File: config.mk
export PLATFORM = sky130hd
export DESIGN_NAME = status_alu
export DESIGN_NICKNAME = d
export VERILOG_FILES = /design/src/rtl/status_alu_pkg.sv /design/src/rtl/status_alu_adder.sv /design/src/rtl/status_alu_logic.sv /design/src/rtl/status_alu_flags.sv /design/src/rtl/status_alu.sv
export SDC_FILE = /design/constraint.sdc
export NUM_CORES = 1
export LEC_CHECK = 0
export BUFFER_PORTS_ARGS = -buffer_cell sky130_fd_sc_hd__buf_2
export CAP_MARGIN = 5
export CORE_ASPECT_RATIO = 0.75
export CORE_MARGIN = 4
export CORE_UTILIZATION = 38
export DETAILED_ROUTE_END_ITERATION = 16
export PLACE_DENSITY_LB_ADDON = 0.2
export SYNTH_ARGS = -nofsm -noshare
export SYNTH_HDL_FRONTEND = slang
export SYNTH_SLANG_ARGS = --single-unit
File: constraint.sdc
create_clock -name vclk -period 20.5
set_clock_uncertainty 0.15 [all_clocks]
set_input_delay 4.1 -clock vclk [all_inputs]
set_output_delay 4.1 -clock vclk [all_outputs]
set_load 0.01 [all_outputs]
File: src/rtl/status_alu_pkg.sv
// Package: shared operation codes and flag-bit positions for the ALU.
// Assumes an 8-bit status byte whose layout is fixed by the requirements.
package status_alu_pkg;
    typedef enum logic [3:0] {
        OP_ADD = 4'd0,
        OP_ADC = 4'd1,
        OP_SUB = 4'd2,
        OP_SBB = 4'd3,
        OP_AND = 4'd4,
        OP_OR  = 4'd5,
        OP_XOR = 4'd6,
        OP_INC = 4'd7,
        OP_DEC = 4'd8
    } alu_op_e;

    localparam int FLAG_W      = 8;
    localparam int FLG_SIGN    = 7;
    localparam int FLG_ZERO    = 6;
    localparam int FLG_HALF    = 4;
    localparam int FLG_PARITY  = 2;
    localparam int FLG_CARRY   = 0;

    typedef enum logic [1:0] {
        CLS_ARITH = 2'd0,
        CLS_LOGIC = 2'd1,
        CLS_PASS  = 2'd2
    } op_class_e;
endpackage

File: src/rtl/status_alu_adder.sv
// Module: ripple adder with a tap on the carry leaving the lower half.
// Assumes HALF_POS lies strictly inside the word.
module status_alu_adder #(
    parameter int DATA_W   = 8,
    parameter int HALF_POS = 4
) (
    input  logic [DATA_W-1:0] a_in,
    input  logic [DATA_W-1:0] b_in,
    input  logic              c_in,
    output logic [DATA_W-1:0] sum_out,
    output logic              half_c_out,
    output logic              c_out
);
    logic [DATA_W:0] chain;

    assign chain[0] = c_in;

    // One full-adder cell per bit position.
    for (genvar i = 0; i < DATA_W; i++) begin : g_cell
        assign sum_out[i]  = a_in[i] ^ b_in[i] ^ chain[i];
        assign chain[i+1]  = (a_in[i] & b_in[i]) | (chain[i] & (a_in[i] ^ b_in[i]));
    end

    assign half_c_out = chain[HALF_POS];
    assign c_out      = chain[DATA_W];
endmodule

File: src/rtl/status_alu_logic.sv
// Module: bitwise AND/OR/XOR unit selected by a two-bit code.
// Assumes the caller ignores the output for non-logical operations.
module status_alu_logic #(
    parameter int DATA_W = 8
) (
    input  logic [1:0]        fn_sel,
    input  logic [DATA_W-1:0] a_in,
    input  logic [DATA_W-1:0] b_in,
    output logic [DATA_W-1:0] y_out
);
    // Select the bitwise function.
    always_comb begin
        unique case (fn_sel)
            2'd0:    y_out = a_in & b_in;
            2'd1:    y_out = a_in | b_in;
            2'd2:    y_out = a_in ^ b_in;
            default: y_out = '0;
        endcase
    end
endmodule

File: src/rtl/status_alu_flags.sv
// Module: packs sign, zero, half-carry, parity and carry into the status byte.
// Assumes half-carry and carry arrive already resolved for the operation.
module status_alu_flags #(
    parameter int DATA_W = 8
) (
    input  logic [DATA_W-1:0] res_in,
    input  logic              half_in,
    input  logic              carry_in,
    output logic [7:0]        flags_out
);
    import status_alu_pkg::*;

    // Build the byte with the unused bits held at zero.
    always_comb begin
        flags_out             = '0;
        flags_out[FLG_SIGN]   = res_in[DATA_W-1];
        flags_out[FLG_ZERO]   = (res_in == '0);
        flags_out[FLG_HALF]   = half_in;
        flags_out[FLG_PARITY] = ~^res_in;
        flags_out[FLG_CARRY]  = carry_in;
    end
endmodule

File: src/rtl/status_alu.sv
// Module: top of the eight-bit ALU with packed status flags.
// Assumes a purely combinational use; the caller registers the outputs.
module status_alu #(
    parameter int DATA_W   = 8,
    parameter int HALF_POS = 4
) (
    input  logic [3:0]        op_sel,
    input  logic [DATA_W-1:0] acc_in,
    input  logic [DATA_W-1:0] opnd_in,
    input  logic              carry_in,
    output logic [DATA_W-1:0] result_out,
    output logic [7:0]        flags_out
);
    import status_alu_pkg::*;

    logic [DATA_W-1:0] add_b;
    logic              add_cin;
    logic              sub_mode;
    logic              keep_carry;
    op_class_e         op_cls;
    logic [1:0]        log_fn;
    logic [DATA_W-1:0] add_sum;
    logic              add_half;
    logic              add_cout;
    logic [DATA_W-1:0] log_y;
    logic              half_fin;
    logic              carry_fin;

    // Decode the operation into adder operands and result class.
    always_comb begin
        add_b      = '0;
        add_cin    = 1'b0;
        sub_mode   = 1'b0;
        keep_carry = 1'b0;
        op_cls     = CLS_PASS;
        log_fn     = 2'd3;
        case (op_sel)
            OP_ADD: begin add_b = opnd_in;  op_cls = CLS_ARITH; end
            OP_ADC: begin add_b = opnd_in;  add_cin = carry_in; op_cls = CLS_ARITH; end
            OP_SUB: begin add_b = ~opnd_in; add_cin = 1'b1; sub_mode = 1'b1; op_cls = CLS_ARITH; end
            OP_SBB: begin add_b = ~opnd_in; add_cin = ~carry_in; sub_mode = 1'b1; op_cls = CLS_ARITH; end
            OP_AND: begin op_cls = CLS_LOGIC; log_fn = 2'd0; end
            OP_OR:  begin op_cls = CLS_LOGIC; log_fn = 2'd1; end
            OP_XOR: begin op_cls = CLS_LOGIC; log_fn = 2'd2; end
            OP_INC: begin add_cin = 1'b1; keep_carry = 1'b1; op_cls = CLS_ARITH; end
            OP_DEC: begin add_b = '1; keep_carry = 1'b1; op_cls = CLS_ARITH; end
            default: ;
        endcase
    end

    status_alu_adder #(.DATA_W(DATA_W), .HALF_POS(HALF_POS)) u_add (
        .a_in      (acc_in),
        .b_in      (add_b),
        .c_in      (add_cin),
        .sum_out   (add_sum),
        .half_c_out(add_half),
        .c_out     (add_cout)
    );

    status_alu_logic #(.DATA_W(DATA_W)) u_log (
        .fn_sel(log_fn),
        .a_in  (acc_in),
        .b_in  (opnd_in),
        .y_out (log_y)
    );

    // Pick the result and resolve half-carry and carry for its class.
    always_comb begin
        result_out = acc_in;
        half_fin   = 1'b0;
        carry_fin  = 1'b0;
        unique case (op_cls)
            CLS_ARITH: begin
                result_out = add_sum;
                half_fin   = add_half;
                carry_fin  = keep_carry ? carry_in : (add_cout ^ sub_mode);
            end
            CLS_LOGIC: result_out = log_y;
            default:   result_out = acc_in;
        endcase
    end

    status_alu_flags #(.DATA_W(DATA_W)) u_flg (
        .res_in   (result_out),
        .half_in  (half_fin),
        .carry_in (carry_fin),
        .flags_out(flags_out)
    );
endmodule

Word-level counts from Yosys, hierarchy flattened. Cells that the tools add are included.

Equal/unequal tests: 11. Muxes and demuxes: 11. Bitwise gates (word level): 46. Reductions and logical operators: 11.

Operator list (number): case mux 8 bit (3 select lines) (2); bitwise XOR 1 bit (17); bitwise AND 1 bit (16); equality test 4 x 3 -> 1 bit (second input constant) (4); case mux 8 bit (2 select lines) (1); bitwise AND 8 bit (1); equality test 4 x 2 -> 1 bit (second input constant) (2); logical NOT 8 bit (1); NOT 8 bit (1); bitwise OR 1 bit (8); bitwise OR 8 bit (1); OR reduction 2 bit (4); XNOR reduction 8 bit (1); bitwise XOR 8 bit (1); case mux 2 bit (3 select lines) (1); OR reduction 6 bit (1); two-way mux 1 bit (5); equality test 2 x 1 -> 1 bit (second input constant) (2); equality test 4 x 1 -> 1 bit (second input constant) (1); equality test 4 bit (second input constant) (1); logical NOT 2 bit (2); logical NOT 4 bit (1); case mux 2 bit (2 select lines) (1); case mux 1 bit (3 select lines) (1); 3 further kinds (3).

Register bits after elaboration: 0. Output and inout bits: 16. Word-level logic and storage cells: 79.

Logic depth before layout (Yosys ltp).
Word-level depth: 23. Gate-level depth with buffers: 22. Mapped depth without buffers: 20.

By module. A second synthesis with hierarchy kept.

Cells, all modules: 180. Area total of the unflattened synthesis: 1432.6 sq um.

By module, submodules not included: status_alu (times used 1, cells each 78, area an instance 553.0 sq um, sequential area each 0.0 sq um); status_alu_logic (times used 1, cells each 52, area an instance 484.2 sq um, sequential area each 0.0 sq um); status_alu_adder (times used 1, cells each 27, area an instance 231.5 sq um, sequential area each 0.0 sq um); status_alu_flags (times used 1, cells each 23, area an instance 163.9 sq um, sequential area each 0.0 sq um).

Worst setup path before layout. No wires, ideal clock.

Path type: input to output. From: input port op_sel[3]. To: output port flags_out[2]. Data arrival time: 8.536 ns. Path slack: 7.714 ns. Stages: 22. Path buffers: 2. Cells stage by stage: buf_4 -> clkbuf_1 -> nand2b_1 -> a21oi_1 -> o21ai_0 -> fa_1 -> fa_1 -> fa_1 -> inv_1 -> fa_1 -> inv_1 -> fa_1 -> inv_1 -> fa_1 -> inv_1 -> fa_1 -> inv_1 -> fa_1 -> a221oi_1 -> ha_1 -> xnor2_1 -> xnor2_1.

Word-level cells in the longest chain between the ends: 21. Elaborated cells on any way between the ends: 63.

RTL lines: from (decl) (line status_alu.sv:7) `input logic [3:0] op_sel,`; equality test 4 x 2 -> 1 bit, or another cell as far along (line status_alu.sv:37) `case (op_sel)`; OR reduction 2 bit (no source line); case mux 8 bit (3 select lines) (line status_alu.sv:37); bitwise XOR 1 bit (line status_alu_adder.sv:20, status_alu_adder.sv:21); bitwise AND 1 bit (line status_alu_adder.sv:21) `assign chain[i+1] = (a_in[i] & b_in[i]) | (chain[i] & (a_in[i] ^ b_in[i]));`; bitwise OR 1 bit (line status_alu_adder.sv:21); bitwise AND 1 bit (line status_alu_adder.sv:21); bitwise OR 1 bit (line status_alu_adder.sv:21); [5 not listed]; bitwise OR 1 bit (line status_alu_adder.sv:21); bitwise AND 1 bit (line status_alu_adder.sv:21); bitwise OR 1 bit (line status_alu_adder.sv:21); bitwise AND 1 bit (line status_alu_adder.sv:21); bitwise OR 1 bit (line status_alu_adder.sv:21); bitwise XOR 1 bit (line status_alu_adder.sv:20) `assign sum_out[i] = a_in[i] ^ b_in[i] ^ chain[i];`; case mux 8 bit (2 select lines) * (line status_alu.sv:72) `unique case (op_cls)`; XNOR reduction 8 bit * (line status_alu_flags.sv:19) `flags_out[FLG_PARITY] = ~^res_in;`; to (decl) (line status_alu.sv:12) `output logic [7:0] flags_out`.

Every way passes the cells marked *; elsewhere a longest branch is shown, timed or not.

Worst setup path after layout.
From: input port op_sel[1]. To: output port flags_out[2].

The elaborated chain is that of the path after synthesis.

==> run metrics <==
status=completed; Total Wirelength=3.298 mm; largest net degree at the start of global routing=25; Tot Pwr=42.34 µW; Max Cap Viol=0; die area=4442 µm²; CP max stage cell=fa_1; Fin. Hold Viols=0; crit path DAT=9.06 ns; crit-path cells=buf_2, nand2b_1, nor2_1, o21ai_0, fa_1, fa_1, fa_1, inv_1, fa_1, inv_1, fa_1, inv_1, fa_1, inv_1, fa_1, inv_1, fa_1, a221oi_1, ha_1, xnor2_1, xnor2_1, buf_2; gr usage total=0.1547; most common cell after layout, fill and taps aside=buf_2; f_max=75.11 MHz; min-delay worst type=in2out; WL/cell=14.28 µm; Yosys warning total=0; Die Ht=58.73 µm; Tmin final=13.31 ns; Worst EP required=16.25 ns; via count=1277; largest area contributor in the netlist=ha_1; Setup CP Type=in2out; Sum Neg Setup Slack=0 ns; Layout area overhead=8.157%; synthesized area=1304 µm²; total grt overflow=0; drt drc=0; Relative slew margins=0.5369; initial antenna violation count=0; Crit path largest cell delay=0.44 ns; final cycle utilization of the critical path=0.6494; FF+latch area=0 µm²; first-pass GRT wire length=5.506 mm; # hold bufs at CTS=0; Leak=0.7020 nW; sequential element share of the synthesized area=0; Avg Inst Size Synth=7.580 µm²; nets@finish=242; most frequent cells in the layout=buf_2, inv_1, ha_1; sequential cells=0; gpl congestion=0.8234; # Post-CTS Setup Buffers=0; I/O pins=37; CLK BUF=0; placed inst area=1410 µm²; Row Count=18; CP startpoint kind=primary input; FILL cells=359; top cell type's share of synthesized area=0.1919; placed cells=231; largest cells by area after synthesis=ha_1, fa_1, inv_1, nand2b_1, buf_4; Initial Utilization=0.3965; total core area=3288 µm²; hold slack=8.411 ns; Final Max Slew Viols=0; Worst Path Max Fanout=24; Routed Antenna Nets=0; Pwr Density=30.03 nW/µm²; IO buf count=34; Yosys cell types=44; Post-Syn Instances=172; layout cells sized above 1=0.1990; die width=75.64 µm; critical path endpoint category=output pin; RSZ-0062 raised after global routing=false; final setup vio count=0; vias per inst=5.528; most numerous cell on the critical path=fa_1; Post-CTS Resized=0; worst vdd ir=0.00001914 V; # diodes=0; vias in the first global route=1167; Starting DRT DRC Count=100; DP HPWL=2.710 mm; fin area=1410 µm²; DRT Pass-1 Iters=4; Non-Filler Instances=231; worst slew pin tran=0.6900 ns
==> kinds of logic (layout without fill, tap and decap cells) <==
| logic type | Yosys count | in the layout | share of synthesized area |
|---|---|---|---|
| xor+xnor | 3 | 3 | 0.02016 |
| compound gates | 51 | 51 | 0.2793 |
| other cells | 1 | 3 | 0.002876 |
| fa+ha+maj | 28 | 28 | 0.3148 |
| mux | 3 | 3 | 0.02303 |
| simple gates | 46 | 46 | 0.2006 |
| buf+inv | 40 | 57 | 0.1593 |
==> cells in the mapped netlist, types with 2 or more instances <==
library cell   n
a21oi_1       11
a221o_1        4
a221oi_1       4
a32oi_1        2
buf_2          4
buf_4          8
buf_6          3
clkbuf_1       2
fa_1           8
ha_1          20
inv_1         22
mux2i_1        3
nand2_1       10
nand2b_1      11
nor2_1         9
nor2b_1        4
o2111a_1       2
o2111ai_1      2
o211a_1        2
o211ai_1       2
o21a_1         4
o21ai_0        7
o21ai_1        2
o22ai_1        3
or2_2          2
xnor2_1        3
==> per-layer routing <==
layer | up-vias | GRT usage | share of wire | wire (µm)
li1 | 636 | - | - | -
met1 | 611 | 0.2322 | 0.46 | 1513
met2 | 28 | 0.2657 | 0.48 | 1597
met3 | 2 | 0 | 0.054 | 179
met4 | 0 | 0 | 0.0021 | 7
met5 | - | 0 | 0 | 0
==> final cells by class <==
class / count / area, µm² / share of cell area
Tap cell: 40 / 50.05 / 0.03549
Inverter: 23 / 86.33 / 0.06122
Multi-Input combinational cell: 134 / 1104 / 0.7826
Timing Repair Buffer: 34 / 170.2 / 0.1207
==> stage by stage <==
step / utilization / setup slack [ns]
CTS: 0.4288 / 7.188
global route: 0.4288 / 6.836
global placement: 0.4288 / 7.339
finish: 0.4288 / 7.187
floorplan: - / 7.714
detailed placement: 0.4288 / 7.183
==> worst paths after layout <==
kind,startpoint,endpoint,slack [ns],cells past startpoint
min,acc_in[2],result_out[2],8.41,4
max,op_sel[1],flags_out[2],7.19,22
==> critical path: cells and delay by family <==
kind            cells  cell delay (ns)
simple gates        2             0.42
xor+xnor            2             0.32
compound gates      2             0.41
fa+ha+maj           9             2.97
buf+inv             7             0.86
==> power breakdown <==
group          internal, mW  switching (mW)
logic                0.0191          0.0232
registers                 0               0
clock network             0               0
total                0.0191          0.0232
No activity file was read; power rests on OpenSTA's default activity.
